===== src/rtl/tm_port_pkg.sv =====
package tm_port_pkg;
  typedef enum logic {
    TOK_NONE = 1'b0,
    TOK_MSG  = 1'b1
  } tok_kind_e;

  function automatic int port_slots(input int n_inst, input int lat);
    return n_inst * lat + 1;
  endfunction

  function automatic int port_preload(input int n_inst, input int lat);
    return n_inst * lat;
  endfunction
endpackage


===== src/rtl/tm_port_store.sv =====
module tm_port_store
  import tm_port_pkg::*;
#(
  parameter int DATA_W = 8,
  parameter int DEPTH  = 9,
  parameter int INIT   = 8
) (
  input  logic              clk,
  input  logic              rst_n,
  input  logic              wr_en,
  input  tok_kind_e         wr_kind,
  input  logic [DATA_W-1:0] wr_data,
  input  logic              rd_en,
  output tok_kind_e         rd_kind,
  output logic [DATA_W-1:0] rd_data
);
  localparam int PW = (DEPTH > 1) ? $clog2(DEPTH) : 1;
  localparam logic [PW-1:0] LAST   = PW'(DEPTH - 1);
  localparam logic [PW-1:0] WR_RST = PW'(INIT % DEPTH);

  logic [PW-1:0] wr_ptr, rd_ptr;
  tok_kind_e         kind_q [DEPTH];
  logic [DATA_W-1:0] data_q [DEPTH];

  always_ff @(posedge clk) begin
    if (!rst_n) begin
      wr_ptr <= WR_RST;
      rd_ptr <= '0;
    end else begin
      if (wr_en) wr_ptr <= (wr_ptr == LAST) ? '0 : wr_ptr + 1'b1;
      if (rd_en) rd_ptr <= (rd_ptr == LAST) ? '0 : rd_ptr + 1'b1;
    end
  end

  for (genvar i = 0; i < DEPTH; i++) begin : g_slot
    always_ff @(posedge clk) begin
      if (!rst_n) begin
        kind_q[i] <= TOK_NONE;
        data_q[i] <= '0;
      end else if (wr_en && (wr_ptr == PW'(i))) begin
        kind_q[i] <= wr_kind;
        data_q[i] <= wr_data;
      end
    end
  end

  assign rd_kind = kind_q[rd_ptr];
  assign rd_data = data_q[rd_ptr];

  assert_ptr_range_R3: assert property (@(posedge clk) disable iff (!rst_n)
    (wr_ptr <= LAST) && (rd_ptr <= LAST));
endmodule


===== src/rtl/tm_port_level.sv =====
module tm_port_level #(
  parameter int DEPTH = 9,
  parameter int INIT  = 8
) (
  input  logic clk,
  input  logic rst_n,
  input  logic push,
  input  logic pop,
  output logic push_ok,
  output logic pop_ok,
  output logic full,
  output logic empty,
  output logic heavy,
  output logic light,
  output logic err_over,
  output logic err_under
);
  localparam int CW = $clog2(DEPTH + 1);
  localparam logic [CW-1:0] DEPTH_C = CW'(DEPTH);
  localparam logic [CW-1:0] INIT_C  = CW'(INIT);

  logic [CW-1:0] count;

  assign full    = (count == DEPTH_C);
  assign empty   = (count == '0);
  assign heavy   = (count > INIT_C);
  assign light   = (count < INIT_C);
  assign push_ok = push && !full;
  assign pop_ok  = pop && !empty;

  always_ff @(posedge clk) begin
    if (!rst_n) begin
      count     <= INIT_C;
      err_over  <= 1'b0;
      err_under <= 1'b0;
    end else begin
      if (push_ok && !pop_ok)      count <= count + 1'b1;
      else if (pop_ok && !push_ok) count <= count - 1'b1;
      if (push && full)  err_over  <= 1'b1;
      if (pop && empty)  err_under <= 1'b1;
    end
  end

  assert_no_overflow_R4: assert property (@(posedge clk) disable iff (!rst_n)
    count <= DEPTH_C);
  assert_hold_both_R6: assert property (@(posedge clk) disable iff (!rst_n)
    (push_ok && pop_ok) |=> (count == $past(count)));
  assert_drop_full_R7: assert property (@(posedge clk) disable iff (!rst_n)
    (push && full && !pop) |=> (full && err_over));
  assert_drop_empty_R8: assert property (@(posedge clk) disable iff (!rst_n)
    (pop && empty && !push) |=> (empty && err_under));
  assert_sticky_R7: assert property (@(posedge clk) disable iff (!rst_n)
    err_over |=> err_over);
  assert_sticky_R8: assert property (@(posedge clk) disable iff (!rst_n)
    err_under |=> err_under);
  assert_flags_excl_R5: assert property (@(posedge clk) disable iff (!rst_n)
    !(heavy && light) && !(full && empty));
endmodule


===== src/rtl/tm_port_seq.sv =====
module tm_port_seq #(
  parameter int N_INST = 4
) (
  input  logic clk,
  input  logic rst_n,
  input  logic step,
  output logic [((N_INST > 1) ? $clog2(N_INST) : 1)-1:0] idx
);
  localparam int IW = (N_INST > 1) ? $clog2(N_INST) : 1;
  localparam logic [IW-1:0] LAST = IW'(N_INST - 1);

  always_ff @(posedge clk) begin
    if (!rst_n)    idx <= '0;
    else if (step) idx <= (idx == LAST) ? '0 : idx + 1'b1;
  end

  assert_inst_range_R9: assert property (@(posedge clk) disable iff (!rst_n)
    idx <= LAST);
  assert_inst_hold_R9: assert property (@(posedge clk) disable iff (!rst_n)
    !step |=> $stable(idx));
endmodule


===== src/rtl/tm_model_port.sv =====
module tm_model_port
  import tm_port_pkg::*;
#(
  parameter int DATA_W   = 8,
  parameter int NUM_INST = 4,
  parameter int LATENCY  = 2,
  localparam int IW = (NUM_INST > 1) ? $clog2(NUM_INST) : 1
) (
  input  logic              clk,
  input  logic              rst_n,
  input  logic              push,
  input  logic              push_msg,
  input  logic [DATA_W-1:0] push_data,
  output logic              full,
  input  logic              pop,
  output logic              pop_msg,
  output logic [DATA_W-1:0] pop_data,
  output logic              empty,
  output logic [IW-1:0]     push_inst,
  output logic [IW-1:0]     pop_inst,
  output logic              heavy,
  output logic              light,
  output logic              err_overflow,
  output logic              err_underflow
);
  localparam int DEPTH = port_slots(NUM_INST, LATENCY);
  localparam int INIT  = port_preload(NUM_INST, LATENCY);

  logic      push_ok, pop_ok;
  tok_kind_e head_kind;
  tok_kind_e in_kind;

  assign in_kind = push_msg ? TOK_MSG : TOK_NONE;
  assign pop_msg = (head_kind == TOK_MSG);

  tm_port_level #(.DEPTH(DEPTH), .INIT(INIT)) u_level (
    .clk(clk), .rst_n(rst_n), .push(push), .pop(pop),
    .push_ok(push_ok), .pop_ok(pop_ok), .full(full), .empty(empty),
    .heavy(heavy), .light(light),
    .err_over(err_overflow), .err_under(err_underflow)
  );

  tm_port_store #(.DATA_W(DATA_W), .DEPTH(DEPTH), .INIT(INIT)) u_store (
    .clk(clk), .rst_n(rst_n),
    .wr_en(push_ok), .wr_kind(in_kind), .wr_data(push_data),
    .rd_en(pop_ok), .rd_kind(head_kind), .rd_data(pop_data)
  );

  tm_port_seq #(.N_INST(NUM_INST)) u_wr_seq (
    .clk(clk), .rst_n(rst_n), .step(push_ok), .idx(push_inst)
  );

  tm_port_seq #(.N_INST(NUM_INST)) u_rd_seq (
    .clk(clk), .rst_n(rst_n), .step(pop_ok), .idx(pop_inst)
  );

  assert_preload_R2: assert property (@(posedge clk) disable iff (!rst_n)
    $rose(rst_n) |-> (!pop_msg && (pop_data == '0)));
  assert_tag_step_R9: assert property (@(posedge clk) disable iff (!rst_n)
    (pop && empty) |=> $stable(pop_inst));
endmodule


===== config.mk =====
export PLATFORM = sky130hd
export DESIGN_NAME = tm_model_port
export DESIGN_NICKNAME = d
export VERILOG_FILES = /design/src/rtl/tm_port_pkg.sv /design/src/rtl/tm_port_store.sv /design/src/rtl/tm_port_level.sv /design/src/rtl/tm_port_seq.sv /design/src/rtl/tm_model_port.sv
export SDC_FILE = /design/constraint.sdc
export NUM_CORES = 1
export LEC_CHECK = 0
export CORE_MARGIN = 1.5
export CORE_UTILIZATION = 59
export CTS_CLUSTER_DIAMETER = 60
export DETAILED_ROUTE_END_ITERATION = 7
export PLACE_DENSITY = 0.8
export SETUP_SLACK_MARGIN = 0.05
export SLEW_MARGIN = 10
export SYNTH_ARGS = -nofsm -noshare
export SYNTH_HDL_FRONTEND = slang
export SYNTH_SLANG_ARGS = --single-unit

===== constraint.sdc =====
create_clock -name clk -period 3.2 [get_ports clk]
set_clock_uncertainty 0.2 [all_clocks]
set_input_delay 0.8 -clock clk [delete_from_list [all_inputs] [get_ports clk]]
set_output_delay 0.8 -clock clk [all_outputs]
set_load 0.005 [all_outputs]

==> impl_metrics.env, run 1 <==
export IMPL_intPower_mw=2.325
export IMPL_pwr_share_seq_pct=50.0
export IMPL_dieArea_mm2=0.008663
export IMPL_syn_nets=446
export IMPL_synth_area_per_cell_um2=11.37
export IMPL_fmax_mhz=324.0
export IMPL_start_util_pct=61.31
export IMPL_hpwl_mm=6.877
export IMPL_htreeDepth=3
export IMPL_hp_class="register to register"
export IMPL_dp_worst_setup_slack_ns=0.02400
export IMPL_setup_tns_ns=0
export IMPL_yosysMostFrequentCell="nor2_1"
export IMPL_root_buffer="clkbuf_8"
export IMPL_netSwitchingPower_mw=1.010
export IMPL_netlist_instances=421
export IMPL_min_period_ns=3.086
export IMPL_drc_errors=0
export IMPL_relSlewSlack_pct=46.83
export IMPL_multi_input_area_mm2=0.001774
export IMPL_switching_share_pct=30.29
export IMPL_hold_ws_ns=0.2928
export IMPL_yosys_area_top_type="edfxtp_1"
export IMPL_period_share_pct=96.44
export IMPL_tightest_slew_ns=0.7946
export IMPL_area_growth_pct=17.38
export IMPL_drt_iter0_markers=263
export IMPL_setup_viol=0
export IMPL_synth_seq_area_share_pct=59.80
export IMPL_cp_slowest_cell="clkdlybuf4s50_1"
export IMPL_clkTransAtPathRegs_ns=0.09
export IMPL_rsz0062_at_grt="true"
export IMPL_max_cap_violations=0
export IMPL_register_area_mm2=0.002869
export IMPL_worst_setup_path_end_kind="primary output"
export IMPL_cts_made_buffers=9
export IMPL_place_inst=553
export IMPL_arrival_ns=2.09
export IMPL_synth_top_cells_by_count="nor2_1 (86), edfxtp_1 (80), nand2_1 (34)"
export IMPL_ios=32
export IMPL_ant_nets=0
export IMPL_hold_viol=0
export IMPL_cts_sinks=103
export IMPL_fillerInstances=559
export IMPL_p_comb_share_pct=27.7
export IMPL_nNetsFinal=495
export IMPL_vias=3367
export IMPL_cts_tree="yes"
export IMPL_crit_fanout=18
export IMPL_port_buffers=31
export IMPL_worstPathCellList="buf_16 > mux2i_1 > a22oi_1 > o221ai_1 > o21ai_0 > clkdlybuf4s50_1"
export IMPL_grtUsageTotal_pct=25.53
export IMPL_wl_per_cell_um=18.01
export IMPL_cp_buffers_inverters=2
export IMPL_cts_buffer_depth=2
export IMPL_critPathMaxStageDelay_ns=0.52
export IMPL_via_per_inst=5.835
export IMPL_synth_top_area_share_pct=50.18
export IMPL_first_pass_iters=5
export IMPL_finalWirelength_mm=10.39
export IMPL_worst_slack_ns=0.1140
export IMPL_final_cells=577
export IMPL_final_core_util_pct=71.97
export IMPL_grt_pass1_vias=3390
export IMPL_startpoint_type="register"
export IMPL_core_mm2=0.007807
export IMPL_path_class="register to primary output"
export IMPL_slew_violations=0
export IMPL_clock_latency_ns=0.36
export IMPL_synthArstFlopShare_pct=0
export IMPL_holdBufCountCts=0
export IMPL_ys_warn_count=0
export IMPL_vdd_ir_drop_max_v=0.0004720
export IMPL_p_clk_share_pct=22.2
export IMPL_gr_total_overflow=0
export IMPL_grt_max_degree=46
export IMPL_synth_seq_cells=103
export IMPL_synth_cell_types=45
export IMPL_powerDensity_mw_per_mm2=593.5
export IMPL_synth_edf_count=80
export IMPL_synth_area_mm2=0.004787
export IMPL_p_leak_nw=2.043
export IMPL_synth_area_leaders="edfxtp_1 (50%), dfxtp_1 (9.6%), nor2_1 (6.7%)"
export IMPL_dieHeight_um=93.08
export IMPL_finalPower_mw=3.335
export IMPL_die_w_um=93.08
export IMPL_rows=32
export IMPL_antenna_found_initial=0
export IMPL_grt_pass1_wl_mm=16.46
export IMPL_routabilityCongestion=0.8191
export IMPL_cp_top_family="buffers and inverters"
export IMPL_place_area_mm2=0.005314
export IMPL_antenna_cells=0
export IMPL_fin_area_mm2=0.005619
export IMPL_crit_required_ns=2.20
export IMPL_status="completed"
export IMPL_synth_ff_type="edfxtp_1"
export IMPL_drive_above_1_share_pct=17.68
power groups by stage:
stage               clock, mW  sequential [mW]  combinational, mW
finish                  0.741             1.67              0.925
global route            0.794             1.68               1.01
CTS                     0.745             1.67              0.903
detailed placement          0             1.70              0.877
global placement            0             1.69              0.849
floorplan                   0             1.67              0.542
cells by family (layout without fill, tap and decap cells):
logic type,after synthesis,count (layout),synth area share (%)
AOI/OAI and AO/OA,61,61,8.861
adders and majority gates,12,12,3.293
DFF,103,103,59.80
buffers and inverters,39,93,3.764
and+or+nand+nor,164,164,15.06
muxes,40,40,8.860
xor gates and xnor gates,2,2,0.3660
layout by cell type (no fill, tap or decap), drive strengths merged, types with 11 or more instances in the layout:
cell            n
nand3          23
o21ai          22
inv            14
nor2           86
clkdlybuf4s50  24
nand2          35
ha             11
mux2i          21
edfxtp         80
buf            34
dfxtp          23
mux2           19
per-layer routing:
layer | GRT usage [%] | vias up | share of wire [%]
met2 | 44.28 | 155 | 51
met5 | 0 | - | 0
met4 | 11.24 | 0 | 2.0
met3 | 6.341 | 21 | 7.7
met1 | 29.99 | 1590 | 39
li1 | - | 1601 | -
area by class of cell:
cell class	count	share of cell area [%]
Inverter	12	0.8461
Clock buffer	9	2.204
Tap cell	102	2.271
Multi-Input combinational cell	279	31.57
Timing Repair Buffer	65	11.07
Clock inverter	7	0.9797
Sequential cell	103	51.06
path summary, 6_finish.rpt:
| path | start | to | slack (ns) | cells after the start |
|---|---|---|---|---|
| setup / recovery | register | pop_data[5] | 0.11 | 6 |
| hold / removal | u_wr_seq.idx[1] | u_wr_seq.idx[1] | 0.29 | 2 |
| setup reg to reg | u_level.count[0] | u_level.count[3] | 0.53 | 10 |
| hold reg to reg | u_wr_seq.idx[1] | u_wr_seq.idx[1] | 0.29 | 2 |
repair_timing:
action / 4_1_cts / 5_1_grt
pin swaps: 6 / 0
gates cloned: 1 / 0
resized for setup: 16 / 7
buffers inserted: 3 / 4
setup endpoints to repair: 8 / 4
worst reg2reg max path: stages (launching register included):
cell and delay, ns:
dfxtp_1 0.55, nand4bb_4 0.19, nand2_4 0.12, inv_4 0.03, ha_1 0.19, inv_1 0.13, ha_1 0.28, a21oi_1 0.22
a211oi_1 0.12, a31oi_1 0.18, mux2_2 0.35
flip-flops by register name, summed over array words and instances, names as in the netlist, named ones only:
signal / flops
u_store.wr_ptr: 4
u_store.kind_q: 9
u_level.count: 4
u_level.err_under: 1
u_store.rd_ptr: 4
u_wr_seq.idx: 2
u_rd_seq.idx: 2
u_level.err_over: 1
u_store.data_q: 72
(Power assumes the default switching activity.)
==> run 2, diff against run 1 <==
--- a/config.mk
+++ b/config.mk
@@ -5,11 +5,12 @@
 export SDC_FILE = /design/constraint.sdc
 export NUM_CORES = 1
 export LEC_CHECK = 0
+export ABC_AREA = 1
 export CORE_MARGIN = 1.5
 export CORE_UTILIZATION = 59
 export CTS_CLUSTER_DIAMETER = 60
 export DETAILED_ROUTE_END_ITERATION = 7
-export PLACE_DENSITY = 0.8
+export PLACE_DENSITY = 0.79
 export SETUP_SLACK_MARGIN = 0.05
 export SLEW_MARGIN = 10
 export SYNTH_ARGS = -nofsm -noshare
==> run 2 against run 1 <==
Net effect: first-iteration DRC count is 18% lower; die area rose by 7.2%; flip-flop and latch count stayed put; critical path depth is the same; global-route usage shrank 0.23 points; sequential share of layout area fell by 2.3 points; largest cell class unchanged.
==> impl_metrics.env, run 2 <==
export IMPL_netSwitchingPower_mw=1.190
export IMPL_netlist_instances=581
export IMPL_rows=33
export IMPL_via_per_inst=5.342
export IMPL_syn_nets=606
export IMPL_top_register="u_store.data_q"
export IMPL_path_class="register to primary output"
export IMPL_place_area_mm2=0.005623
export IMPL_synthArstFlopShare_pct=0
export IMPL_die_w_um=96.38
export IMPL_powerDensity_mw_per_mm2=604.3
export IMPL_hold_viol=0
export IMPL_root_buffer="clkbuf_8"
export IMPL_setup_viol=0
export IMPL_htreeDepth=3
export IMPL_critPathCapture="pop_data[6]"
export IMPL_nNetsFinal=647
export IMPL_fin_area_mm2=0.005873
export IMPL_synth_area_mm2=0.005145
export IMPL_p_comb_share_pct=29.9
export IMPL_drt_iter0_markers=216
export IMPL_final_common_cell="nand2_1"
export IMPL_synth_seq_area_share_pct=55.64
export IMPL_synth_edf_count=80
export IMPL_crit_fanout=18
export IMPL_cts_made_buffers=9
export IMPL_clock_latency_ns=0.36
export IMPL_ys_warn_count=0
export IMPL_p_leak_nw=2.579
export IMPL_reg_top3="u_store.data_q: 72 flops, u_store.kind_q: 9 flops"
export IMPL_core_mm2=0.008341
export IMPL_grtUsageTotal_pct=25.30
export IMPL_yosys_area_top_type="edfxtp_1"
export IMPL_synth_top_cells_by_count="nand2_1 (140), nor2_1 (94), edfxtp_1 (80)"
export IMPL_clkTransAtPathRegs_ns=0.10
export IMPL_rsz0062_at_grt="false"
export IMPL_startpoint_type="register"
export IMPL_hp_class="register to register"
export IMPL_layout_common_cells="nand2_1 (140), nor2_1 (94), edfxtp_1 (80), inv_1 (68), nand3_1 (66)"
export IMPL_reg2regPathDepth=11
export IMPL_synth_top_area_share_pct=46.69
export IMPL_drive_above_1_share_pct=11.48
export IMPL_worst_slack_ns=0.2005
export IMPL_ant_nets=0
export IMPL_period_share_pct=93.73
export IMPL_max_cap_violations=0
export IMPL_hold_ws_ns=0.2580
export IMPL_hpwl_mm=7.711
export IMPL_drc_errors=0
export IMPL_vias=3910
export IMPL_final_cells=732
export IMPL_area_growth_pct=14.15
export IMPL_intPower_mw=2.359
export IMPL_cts_tree="yes"
export IMPL_first_pass_iters=7
export IMPL_synth_area_per_cell_um2=8.855
export IMPL_tightest_slew_ns=0.4969
export IMPL_status="completed"
export IMPL_finalWirelength_mm=10.78
export IMPL_slew_violations=0
export IMPL_wl_per_cell_um=14.73
export IMPL_routabilityCongestion=0.8703
export IMPL_rrSetupSlack_ns=0.73
export IMPL_port_buffers=31
export IMPL_synth_cell_types=33
export IMPL_pwr_share_seq_pct=47.3
export IMPL_relSlewSlack_pct=66.79
export IMPL_cts_sinks=103
export IMPL_ios=32
export IMPL_start_util_pct=61.69
export IMPL_dieHeight_um=96.38
export IMPL_place_inst=713
export IMPL_cts_buffer_depth=2
export IMPL_p_clk_share_pct=22.8
export IMPL_reg2reg_from="u_level.count[0]"
export IMPL_grt_pass1_wl_mm=17.43
export IMPL_antenna_cells=0
export IMPL_crit_required_ns=2.20
export IMPL_synth_seq_cells=103
export IMPL_switching_share_pct=33.53
export IMPL_fmax_mhz=333.4
export IMPL_r2r_end="u_level.count[3]"
export IMPL_dp_worst_setup_slack_ns=0.2590
export IMPL_gr_total_overflow=0
export IMPL_arrival_ns=2.00
export IMPL_antenna_found_initial=0
export IMPL_dieArea_mm2=0.009289
export IMPL_worst_setup_path_end_kind="primary output"
export IMPL_yosysMostFrequentCell="nand2_1"
export IMPL_holdBufCountCts=0
export IMPL_largest_reg_flops=72
export IMPL_min_period_ns=2.999
export IMPL_synth_ff_type="edfxtp_1"
export IMPL_synth_area_leaders="edfxtp_1 (47%), nand2_1 (10%), dfxtp_1 (8.9%)"
export IMPL_vdd_ir_drop_max_v=0.0006160
export IMPL_grt_pass1_vias=3738
export IMPL_grt_max_degree=37
export IMPL_setup_tns_ns=0
==> run 2: metrics by stage <==
stage	total power, mW	util, %
2_1_floorplan	2.342	-
3_3_place_gp	2.689	67.42
3_5_place_dp	2.743	67.42
4_1_cts	3.531	69.76
5_1_grt	3.757	70.42
6_report	3.549	70.42
==> run 2: timing repair <==
| item | CTS | global route |
|---|---|---|
| endpoints found under the setup margin | 0 | 9 |
| buffers inserted | 0 | 3 |
| endpoints found under the hold margin | 0 | 0 |
| resized for setup | 0 | 8 |
==> run 2: power by group through the flow <==
stage	Clock, mW	Sequential (mW)	Combinational, mW
floorplan	0	1.68	0.663
global placement	0	1.70	0.990
detailed placement	0	1.71	1.04
CTS	0.812	1.68	1.04
global route	0.873	1.70	1.19
finish	0.808	1.68	1.06
==> run 2: metal layers <==
layer  vias to the layer above  wire [um]  global-route usage [%]
met5                         -          0                       0
met2                       111       5749                   45.48
met3                        11        533                   3.521
li1                       1935          -                       -
met1                      1853       4363                   31.36
met4                         0        133                   8.454
==> run 2: cell type report <==
class                   instances  area, um2
clock buffers                  10      148.9
fillers                       630       2467
repair buffers                 49      495.5
flip-flops and latches        103       2865
clock inverters                 6      46.29
inverters                      88      337.8
well taps                     105      131.4
multi-input cells             371       1848
==> run 2: how the worst min path moves through the flow <==
stage	startpoint	to	slack [ns]	cells after the start
6_report	u_level.err_under	u_level.err_under	0.26	2
5_1_grt	u_level.err_under	u_level.err_under	0.29	2
4_1_cts	u_level.err_under	u_level.err_under	0.26	2
3_5_place_dp	u_level.err_under	u_level.err_under	0.24	2
3_3_place_gp	u_level.err_under	u_level.err_under	0.24	2
2_1_floorplan	u_store.kind_q[8]	u_store.kind_q[8]	0.24	2
==> run 2: worst max-delay path, stage by stage (launching register included) <==
cell,delay [ns]
dfxtp_2,0.40
inv_2,0.28
nand3_1,0.13
nand3_1,0.13
nand3_1,0.11
nand2_1,0.08
clkdlybuf4s50_1,0.51
==> run 2: cells by family (layout without fill, tap and decap cells) <==
| group | count (synthesis) | in the layout | share of synthesized area [%] |
|---|---|---|---|
| fa+ha+maj | 12 | 12 | 3.064 |
| xor+xnor | 2 | 2 | 0.3405 |
| buf+inv | 107 | 153 | 8.439 |
| flops | 103 | 103 | 55.64 |
| simple gates | 331 | 331 | 29.86 |
| compound gates | 26 | 26 | 2.651 |
